**config.mk**
```make
export PLATFORM = sky130hd
export DESIGN_NAME = gpio_irq_port
export DESIGN_NICKNAME = d
export VERILOG_FILES = /design/src/rtl/gpio_irq_pkg.sv /design/src/rtl/gpio_sync.sv /design/src/rtl/gpio_regs.sv /design/src/rtl/gpio_irq_core.sv /design/src/rtl/gpio_irq_port.sv
export SDC_FILE = /design/constraint.sdc
export NUM_CORES = 1
export LEC_CHECK = 0
export BUFFER_PORTS_ARGS = -buffer_cell sky130_fd_sc_hd__buf_2
export CORE_MARGIN = 5
export CORE_UTILIZATION = 59
export CTS_CLUSTER_SIZE = 28
export DETAILED_ROUTE_END_ITERATION = 12
export PLACE_DENSITY = 0.85
export SETUP_SLACK_MARGIN = 0.3
export SLEW_MARGIN = 20
export SYNTH_ARGS = -nofsm -noshare
export SYNTH_HDL_FRONTEND = slang
export SYNTH_SLANG_ARGS = --single-unit
```
**constraint.sdc**
```tcl
create_clock -name clk -period 1.5 [get_ports clk]
set_input_delay 0.075 -clock clk [delete_from_list [all_inputs] [get_ports clk]]
set_output_delay 0.075 -clock clk [all_outputs]
set_load 0.05 [all_outputs]
```
**src/rtl/gpio_irq_pkg.sv**
```systemverilog
package gpio_irq_pkg;
   localparam int REG_W = 32;

   // word index = byte offset / 4
   localparam logic [4:0] IDX_OVAL  = 5'd0;   // 0x00
   localparam logic [4:0] IDX_DIR   = 5'd1;   // 0x04
   localparam logic [4:0] IDX_IEN   = 5'd12;  // 0x30
   localparam logic [4:0] IDX_ITYPE = 5'd13;  // 0x34
   localparam logic [4:0] IDX_IPOL  = 5'd14;  // 0x38
   localparam logic [4:0] IDX_ISTAT = 5'd15;  // 0x3C
   localparam logic [4:0] IDX_ICLR  = 5'd16;  // 0x40
   localparam logic [4:0] IDX_IMASK = 5'd17;  // 0x44
   localparam logic [4:0] IDX_FILT  = 5'd18;  // 0x48
   localparam logic [4:0] IDX_LVL   = 5'd20;  // 0x50

   typedef struct packed {
      logic wr;
      logic hit;
      logic [4:0] idx;
   } bus_req_t;
endpackage

```
**src/rtl/gpio_sync.sv**
```systemverilog
module gpio_sync #(
   parameter int W      = 32,
   parameter int STAGES = 2
) (
   input  logic         clk,
   input  logic         rst_n,
   input  logic [W-1:0] d,
   output logic [W-1:0] q
);
   if (STAGES < 2) begin : g_bad_stages
      $error("gpio_sync: STAGES must be at least 2");
   end

   logic [W-1:0] chain [STAGES];

   for (genvar s = 0; s < STAGES; s++) begin : g_stage
      if (s == 0) begin : g_first
         always_ff @(posedge clk or negedge rst_n)
            if (!rst_n) chain[s] <= '0;
            else        chain[s] <= d;
      end else begin : g_next
         always_ff @(posedge clk or negedge rst_n)
            if (!rst_n) chain[s] <= '0;
            else        chain[s] <= chain[s-1];
      end
   end

   assign q = chain[STAGES-1];
endmodule

```
**src/rtl/gpio_regs.sv**
```systemverilog
module gpio_regs
   import gpio_irq_pkg::*;
#(
   parameter int NPINS     = 32,
   parameter bit KEEP_FILT = 1'b1
) (
   input  logic             clk,
   input  logic             rst_n,
   input  bus_req_t         req,
   input  logic [REG_W-1:0] wdata,
   input  logic [NPINS-1:0] status_i,
   input  logic [NPINS-1:0] levels_i,
   output logic [NPINS-1:0] oval_o,
   output logic [NPINS-1:0] dir_o,
   output logic [NPINS-1:0] ien_o,
   output logic [NPINS-1:0] itype_o,
   output logic [NPINS-1:0] ipol_o,
   output logic [NPINS-1:0] imask_o,
   output logic [NPINS-1:0] clr_o,
   output logic [REG_W-1:0] rdata
);
   logic [NPINS-1:0] wv;
   logic             wr_hit;
   logic [NPINS-1:0] filt_q;
   logic [NPINS-1:0] rsel;

   assign wv     = wdata[NPINS-1:0];
   assign wr_hit = req.wr && req.hit;

   always_ff @(posedge clk or negedge rst_n) begin
      if (!rst_n) begin
         oval_o  <= '0;
         dir_o   <= '0;
         ien_o   <= '0;
         itype_o <= '0;
         ipol_o  <= '0;
         imask_o <= '0;
      end else if (wr_hit) begin
         case (req.idx)
            IDX_OVAL:  oval_o  <= wv;
            IDX_DIR:   dir_o   <= wv;
            IDX_IEN:   ien_o   <= wv;
            IDX_ITYPE: itype_o <= wv;
            IDX_IPOL:  ipol_o  <= wv;
            IDX_IMASK: imask_o <= wv;
            default: ;
         endcase
      end
   end

   if (KEEP_FILT) begin : g_filt_store
      always_ff @(posedge clk or negedge rst_n)
         if (!rst_n)                             filt_q <= '0;
         else if (wr_hit && req.idx == IDX_FILT) filt_q <= wv;
   end else begin : g_filt_none
      assign filt_q = '0;
   end

   // clear pulse, one cycle, only from an access-phase write
   assign clr_o = (wr_hit && req.idx == IDX_ICLR) ? wv : '0;

   always_comb begin
      rsel = '0;
      if (req.hit) begin
         case (req.idx)
            IDX_OVAL:  rsel = oval_o;
            IDX_DIR:   rsel = dir_o;
            IDX_IEN:   rsel = ien_o;
            IDX_ITYPE: rsel = itype_o;
            IDX_IPOL:  rsel = ipol_o;
            IDX_ISTAT: rsel = status_i;
            IDX_IMASK: rsel = imask_o;
            IDX_FILT:  rsel = filt_q;
            IDX_LVL:   rsel = levels_i;
            default:   rsel = '0;
         endcase
      end
      rdata = '0;
      rdata[NPINS-1:0] = rsel;
   end

   AST_CLR_NEEDS_WRITE: assert property (@(posedge clk) disable iff (!rst_n)
      (clr_o != '0) |-> req.wr) else $error("clear without write");
   AST_CLR_READS_ZERO: assert property (@(posedge clk) disable iff (!rst_n)
      (req.hit && req.idx == IDX_ICLR) |-> (rdata == '0)) else $error("clear reg readable");
   AST_MISS_READS_ZERO: assert property (@(posedge clk) disable iff (!rst_n)
      (!req.hit) |-> (rdata == '0)) else $error("unmapped read nonzero");
endmodule

```
**src/rtl/gpio_irq_core.sv**
```systemverilog
module gpio_irq_core #(
   parameter int NPINS = 32
) (
   input  logic             clk,
   input  logic             rst_n,
   input  logic [NPINS-1:0] lvl_i,
   input  logic [NPINS-1:0] ien_i,
   input  logic [NPINS-1:0] itype_i,
   input  logic [NPINS-1:0] ipol_i,
   input  logic [NPINS-1:0] imask_i,
   input  logic [NPINS-1:0] clr_i,
   output logic [NPINS-1:0] status_o,
   output logic             irq_o
);
   logic [NPINS-1:0] latch_q;
   logic [NPINS-1:0] evt;

   for (genvar i = 0; i < NPINS; i++) begin : g_pin
      logic prev_q;
      logic hit_q;
      logic active_lvl;
      logic rise, fall;

      always_ff @(posedge clk or negedge rst_n)
         if (!rst_n) prev_q <= 1'b0;
         else        prev_q <= lvl_i[i];

      assign rise       = lvl_i[i] & ~prev_q;
      assign fall       = ~lvl_i[i] & prev_q;
      assign active_lvl = ~(lvl_i[i] ^ ipol_i[i]);
      assign evt[i]     = itype_i[i] & ien_i[i] & (ipol_i[i] ? rise : fall);

      // a fresh edge outranks a clear in the same cycle
      always_ff @(posedge clk or negedge rst_n) begin
         if (!rst_n)          hit_q <= 1'b0;
         else if (!itype_i[i]) hit_q <= 1'b0;
         else if (evt[i])     hit_q <= 1'b1;
         else if (clr_i[i])   hit_q <= 1'b0;
      end

      assign latch_q[i]  = hit_q;
      assign status_o[i] = ien_i[i] & ~imask_i[i] & (itype_i[i] ? hit_q : active_lvl);
   end

   assign irq_o = |status_o;

   AST_EDGE_HELD: assert property (@(posedge clk) disable iff (!rst_n)
      1'b1 |=> ((latch_q & $past(latch_q & itype_i & ~clr_i)) == $past(latch_q & itype_i & ~clr_i)))
      else $error("latched edge lost");
   AST_EDGE_SOURCE: assert property (@(posedge clk) disable iff (!rst_n)
      1'b1 |=> ((latch_q & ~$past((latch_q & ~clr_i) | evt)) == '0))
      else $error("latch set without edge");
   AST_LEVEL_NO_LATCH: assert property (@(posedge clk) disable iff (!rst_n)
      1'b1 |=> ((latch_q & ~$past(itype_i)) == '0))
      else $error("level pin latched");
   AST_IRQ_QUALIFIED: assert property (@(posedge clk) disable iff (!rst_n)
      irq_o |-> ((ien_i & ~imask_i) != '0))
      else $error("irq from gated pin");
endmodule

```
**src/rtl/gpio_irq_port.sv**
```systemverilog
module gpio_irq_port
   import gpio_irq_pkg::*;
#(
   parameter int NPINS     = 32,
   parameter int ADDR_W    = 8,
   parameter int SYNC_STG  = 2,
   parameter bit KEEP_FILT = 1'b1
) (
   input  logic              clk,
   input  logic              rst_n,
   input  logic              psel,
   input  logic              penable,
   input  logic              pwrite,
   input  logic [ADDR_W-1:0] paddr,
   input  logic [31:0]       pwdata,
   output logic [31:0]       prdata,
   input  logic [NPINS-1:0]  pin_in,
   output logic [NPINS-1:0]  pin_out,
   output logic [NPINS-1:0]  pin_oe,
   output logic              irq
);
   if (NPINS < 1 || NPINS > REG_W) begin : g_bad_npins
      $error("gpio_irq_port: NPINS must be 1..32");
   end
   if (ADDR_W < 8) begin : g_bad_addr
      $error("gpio_irq_port: ADDR_W must be at least 8");
   end

   bus_req_t         req;
   logic [NPINS-1:0] lvl;
   logic [NPINS-1:0] ien, itype, ipol, imask, clr, status;

   assign req.wr  = psel & penable & pwrite;
   assign req.hit = psel && (paddr[1:0] == 2'b00) && (paddr[ADDR_W-1:7] == '0);
   assign req.idx = paddr[6:2];

   gpio_sync #(.W(NPINS), .STAGES(SYNC_STG)) u_sync (
      .clk(clk), .rst_n(rst_n), .d(pin_in), .q(lvl)
   );

   gpio_regs #(.NPINS(NPINS), .KEEP_FILT(KEEP_FILT)) u_regs (
      .clk(clk), .rst_n(rst_n), .req(req), .wdata(pwdata),
      .status_i(status), .levels_i(lvl),
      .oval_o(pin_out), .dir_o(pin_oe), .ien_o(ien), .itype_o(itype),
      .ipol_o(ipol), .imask_o(imask), .clr_o(clr), .rdata(prdata)
   );

   gpio_irq_core #(.NPINS(NPINS)) u_core (
      .clk(clk), .rst_n(rst_n), .lvl_i(lvl), .ien_i(ien), .itype_i(itype),
      .ipol_i(ipol), .imask_i(imask), .clr_i(clr),
      .status_o(status), .irq_o(irq)
   );

   AST_OE_ONLY_ON_WRITE: assert property (@(posedge clk) disable iff (!rst_n)
      !(psel && penable && pwrite) |=> $stable(pin_oe)) else $error("dir changed w/o write");
   AST_OUT_ONLY_ON_WRITE: assert property (@(posedge clk) disable iff (!rst_n)
      !(psel && penable && pwrite) |=> $stable(pin_out)) else $error("value changed w/o write");
endmodule

```
### Word level (Yosys, flattened, before mapping)

Index checks and enable logic that the tools add are counted.

* output and inout bits: 97
* input bits: 77
* flip-flop bits (word level): 352

* reduce and logical (&&, ||, !) cells: 14
* equality and inequality tests: 41
* mux-type cells: 163
* bitwise gates (word level): 355

Operators with widths (number)
* case mux 32 bit (9 select lines): 1
* bitwise AND 1 bit: 194
* two-way mux 1 bit: 160
* NOT 1 bit: 129
* inequality test 3 x 2 -> 1 bit (second input constant): 32
* two-way mux 32 bit: 2
* OR reduction 32 bit: 1
* XOR 1 bit: 32
* == test 5 x 4 -> 1 bit (second input constant): 4
* == test 5 bit (second input constant): 4
* AND reduction 2 bit: 6
* == test 5 x 1 -> 1 bit (second input constant): 1
* logical AND 1 bit: 5
* zero test 5 bit: 1
* zero test 2 bit: 1

### Depth between registers and ports, before layout

* word-level depth: 9
* gate-level depth with buffers: 7
* depth with buffers taken out: 5

### Cells and area by module

From an unflattened synthesis, not the netlist that was laid out.

* cells, all modules: 1336
* area, all modules: 16490.8 sq um

Modules (own cells, without submodules)
* gpio_regs: area an instance 10905.5 sq um, cells each 823, times used 1
* gpio_irq_core: area an instance 3722.3 sq um, cells each 415, times used 1
* gpio_sync: area an instance 1841.8 sq um, cells each 96, times used 1
* gpio_irq_port: area an instance 21.3 sq um, cells each 2, times used 1

### Least setup slack after synthesis

Ideal clock, no wire load.

* path type: flip-flop to output port
* from: reg u_sync.chain, in the netlist u_sync.q[19]
* to: out prdata[19]
* arrival time: 1.927 ns
* required time: 1.425 ns
* path buffers: 0
* slack: -0.502 ns
* cell stages (with the launch flop): 6
* cells stage by stage: dfrtp_1 > xor2_1 > o21ai_0 > nand3b_1 > or2_2 > a41oi_1

* longest elaborated chain between the ends: 6

RTL lines
* start, declared: line gpio_sync.sv:14 `logic [W-1:0] chain [STAGES];`
* start signal, assigned by index: line gpio_sync.sv:24 `else chain[s] <= chain[s-1];`
* XOR 1 bit: line gpio_irq_core.sv:30 `assign active_lvl = ~(lvl_i[i] ^ ipol_i[i]);`
* NOT 1 bit: line gpio_irq_core.sv:30
* two-way mux 1 bit: line gpio_irq_core.sv:42 `assign status_o[i] = ien_i[i] & ~imask_i[i] & (itype_i[i] ? hit_q : active_lvl);`
* bitwise AND 1 bit: line gpio_irq_core.sv:42
* case mux 32 bit (9 select lines) (*): line gpio_regs.sv:65 `case (req.idx)`
* two-way mux 32 bit (*): line gpio_regs.sv:64 `if (req.hit) begin`
* end, declared: line gpio_irq_port.sv:16 `output logic [31:0] prdata,`

Mark *: on every way between the ends. The rest lies on a longest branch, timed or not.

### Worst setup path in the final report

* from: reg u_regs.itype_o[26]
* to: out irq

* longest elaborated chain between the ends: 3

RTL lines
* start, declared: line gpio_regs.sv:16 `output logic [NPINS-1:0] itype_o,`
* start signal, assigned: line gpio_regs.sv:43 `IDX_ITYPE: itype_o <= wv;`
* two-way mux 1 bit: line gpio_irq_core.sv:42
* bitwise AND 1 bit: line gpio_irq_core.sv:42
* OR reduction 32 bit: line gpio_irq_core.sv:45 `assign irq_o = |status_o;`
* end, declared: line gpio_irq_port.sv:20 `output logic irq`

No other way between the ends.

==> key figures <==
Die
  • Die area: 0.03161 mm²
  • Die Y: 177.8 µm
  • Number of placed I/O pins: 174
  • Width of the die: 177.8 µm
  • Core area: 0.02778 mm²
  • Starting Density: 59.79%
  • Rows: 61

STA
  • Slew Viols, Final: 0
  • Final setup vio count: 63
  • Worst Tran Pin Value: 1.052 ns
  • Max_slew headroom: 29.85%
  • Fmax: 365.3 MHz
  • Fin. Hold Viols: 0
  • Fin crit share: 182.5%
  • RSZ-0062 raised after global routing: true
  • Final min period: 2.737 ns
  • Post-Route Skew: 0.01540 ns
  • Setup ws final: -1.237 ns

Cells and area
  • Non-Filler Instances: 2,173
  • Multi-input gate area: 0.009057 mm²
  • Register area: 0.008846 mm²
  • Share of post-route cells with drive strength above 1: 60.36%
  • Nets: 1,834
  • Fill count: 836
  • Layout area overhead: 51.99%

Clock tree
  • H-tree Lvls: 2
  • Clk root buf: clkbuf_16
  • CTS tree: yes
  • Reg clk slew, reported paths: 0.07 ns
  • CTS Buffer Depth: 3
  • CTS buffer count: 38
  • Clock sink total: 352
  • Worst-skew pair later-pin latency: 0.55 ns

Synthesis
  • Mapped Cells: 1,230
  • Post-synth ARST share: 100.0%
  • Area leader, netlist: dfrtp_1
  • EDFF count, synth: 0
  • Syn nets: 1,307
  • Largest cells by area after synthesis: dfrtp_1, mux2_4, a22o_1, nand2_1, a221oi_1
  • #FFs+latches synth: 352
  • Post-synth top area share: 53.03%
  • Synth Warn #: 0
  • Syn avg cell area: 13.50 µm²
  • Netlist cell types: 46
  • Seq/Total Area, Yosys: 53.03%
  • Top_reg_cell synth: dfrtp_1
  • Mapped cell area: 0.01661 mm²

Place
  • Cells after DPL: 1,988
  • GPL Wtd Cong: 0.9144
  • PortBufs: 173
  • Dpl hpwl: 34,800 µm

Setup path
  • Setup CP Type: reg -> out
  • CP endpoint kind: output port
  • Critical Path Start Type: register
  • Critical Path AT: 2.66 ns
  • CP Max Fanout: 3
  • Worst EP required: 1.42 ns

Global route
  • Total GRT Usage: 43.81%
  • Vias in the first global route: 16,819
  • GR Overflow Total: 0
  • Initial antenna violation count: 14
  • Largest net degree at the start of global routing: 50
  • Global-route wire length before repair: 103,700 µm

Routing
  • Routed vias/inst: 7.650
  • Routed Antenna Nets: 0
  • Initial drt markers: 2,734
  • Residual DRC count: 0
  • Routed Wire Length: 85,900 µm
  • DR WL/cell: 39.53 µm
  • DRT Pass-1 Iters: 9
  • Vias: 16,624

Status
  • Failing checks: negative setup slack
  • Status: finished with violations

Pwr
  • Pwr Total: 0.02226 W
  • Power per cell area: 881.8 mW/mm²
  • Lkg Pwr: 11.31 nW
  • VDD IR max: 1.251 mV

Flow run
  • Max-cap violations: 0

Hold path
  • Worst hold path type: in -> async
-- Yosys cell counts (3+ instances only) --
master,number
dfrtp_1,352
mux2_4,210
nand2_1,114
a22o_1,55
a22oi_1,50
a221oi_1,44
o21ai_0,43
nor2_1,35
nor2b_1,35
a31oi_1,23
xnor2_1,23
buf_2,21
buf_6,21
or2_2,21
and4b_1,20
nor3b_1,20
a21oi_1,19
clkbuf_1,15
mux2_2,14
a221oi_2,11
xor2_1,10
a41oi_1,9
buf_12,9
and3_1,8
and3b_1,8
and2_1,4
nand4_1,4
and2_4,3
mux2i_1,3
nand2b_1,3
or3_1,3
-- routing by layer --
layer,up-vias,share of wire [%],track usage [%]
met5,-,0.32,0
met4,18,13,33.55
met3,1055,14,14.91
met2,2098,43,70.56
met1,7827,29,47.60
li1,5626,-,-
-- cells by family (layout without fill, tap and decap cells) --
group / after synthesis / in the layout / share of synthesized area, %
buffers and inverters: 70 / 626 / 3.623
other: 0 / 9 / 0
DFF: 352 / 352 / 53.03
and+or+nand+nor: 290 / 290 / 9.634
xor gates and xnor gates: 33 / 33 / 1.740
AOI/OAI and AO/OA: 258 / 258 / 11.86
muxes: 227 / 227 / 20.11
-- report_power, final --
part           internal, W  leakage [nW]  total, W  switching [W]
logic             0.000813          6.04   0.00198        0.00117
clock network      0.00585         0.630    0.0103        0.00448
registers          0.00971          4.64   0.00995       0.000243
-- per-stage QoR --
stage | hold WS, ns | TNS [ns] | area, µm² | setup WS, ns | utilization, %
detailed placement | -0.009454 | -64.05 | 20960 | -0.6714 | 75.44
floorplan | -0.2206 | -1.351 | 17780 | -0.1842 | -
global route | 0.07619 | -25.41 | 25230 | -1.247 | 90.82
CTS | 0.03858 | -18.28 | 24180 | -1.068 | 87.05
global placement | -0.008064 | -55.38 | 20960 | -0.7222 | 75.44
finish | 0.02772 | -26.16 | 25250 | -1.237 | 90.88
-- worst max-delay path: stages (launching register included) --
cell       delay (ns)
dfrtp_1          0.44
and4b_1          0.27
a21oi_2          0.23
o2111ai_2        0.24
nor4b_4          0.45
nand4_1          0.25
buf_6            0.22
-- what timing repair did --
action / 4_1_cts / 5_1_grt
resized for setup: 331 / 161
buffers inserted: 15 / 18
endpoints found under the hold margin: 613 / 0
gates cloned: 2 / 7
setup endpoints to repair: 169 / 349
pin swaps: 46 / 70
hold buffers: 65 / 0
-- registers in the layout, summed over array words and instances (netlist names) --
register,count
u_sync.chain,32
u_regs.itype_o,32
u_regs.dir_o,32
u_regs.filt_q,32
u_core.g_pin.prev_q,32
u_sync.q,32
u_regs.ien_o,32
u_regs.imask_o,32
u_regs.oval_o,32
u_core.g_pin.hit_q,32
u_regs.ipol_o,32
-- worst paths after layout --
check | depth (start not counted) | slack [ns] | start | to
worst max-delay path | 6 | -1.24 | u_regs.itype_o[26] | irq
worst min-delay path | 2 | 0.03 | rst_n | u_core.g_pin[24].hit_q
worst max register to register | 6 | -0.81 | u_sync.q[12] | u_core.g_pin[12].hit_q
worst min register to register | 0 | 0.35 | u_sync.chain[43] | u_sync.q[11]
max in group asynchronous | 4 | 0.72 | rst_n | u_regs.ipol_o[18]
min in group clk | 2 | 0.18 | pin_in[27] | u_sync.chain[59]
-- area by class of cell --
cell class | instances | share of cell area [%]
clock inverter | 17 | 0.9565
sequential | 352 | 35.04
antenna | 9 | 0.08921
clock buffer | 52 | 4.173
multi-input combinational | 808 | 35.88
tap | 378 | 1.873
timing repair buffer | 557 | 21.99
-- placed cells by master (no fill, tap or decap), types with 31 or more instances in the layout --
master and instances:
nor2b_1 31, nand2_1 79, a22o_1 49, dlygate4sd3_1 65
mux2_4 224, dfrtp_1 322, a221oi_2 41, buf_4 222
buf_6 118, clkbuf_16 44, buf_12 52, buf_2 72
(Power assumes the default switching activity.)
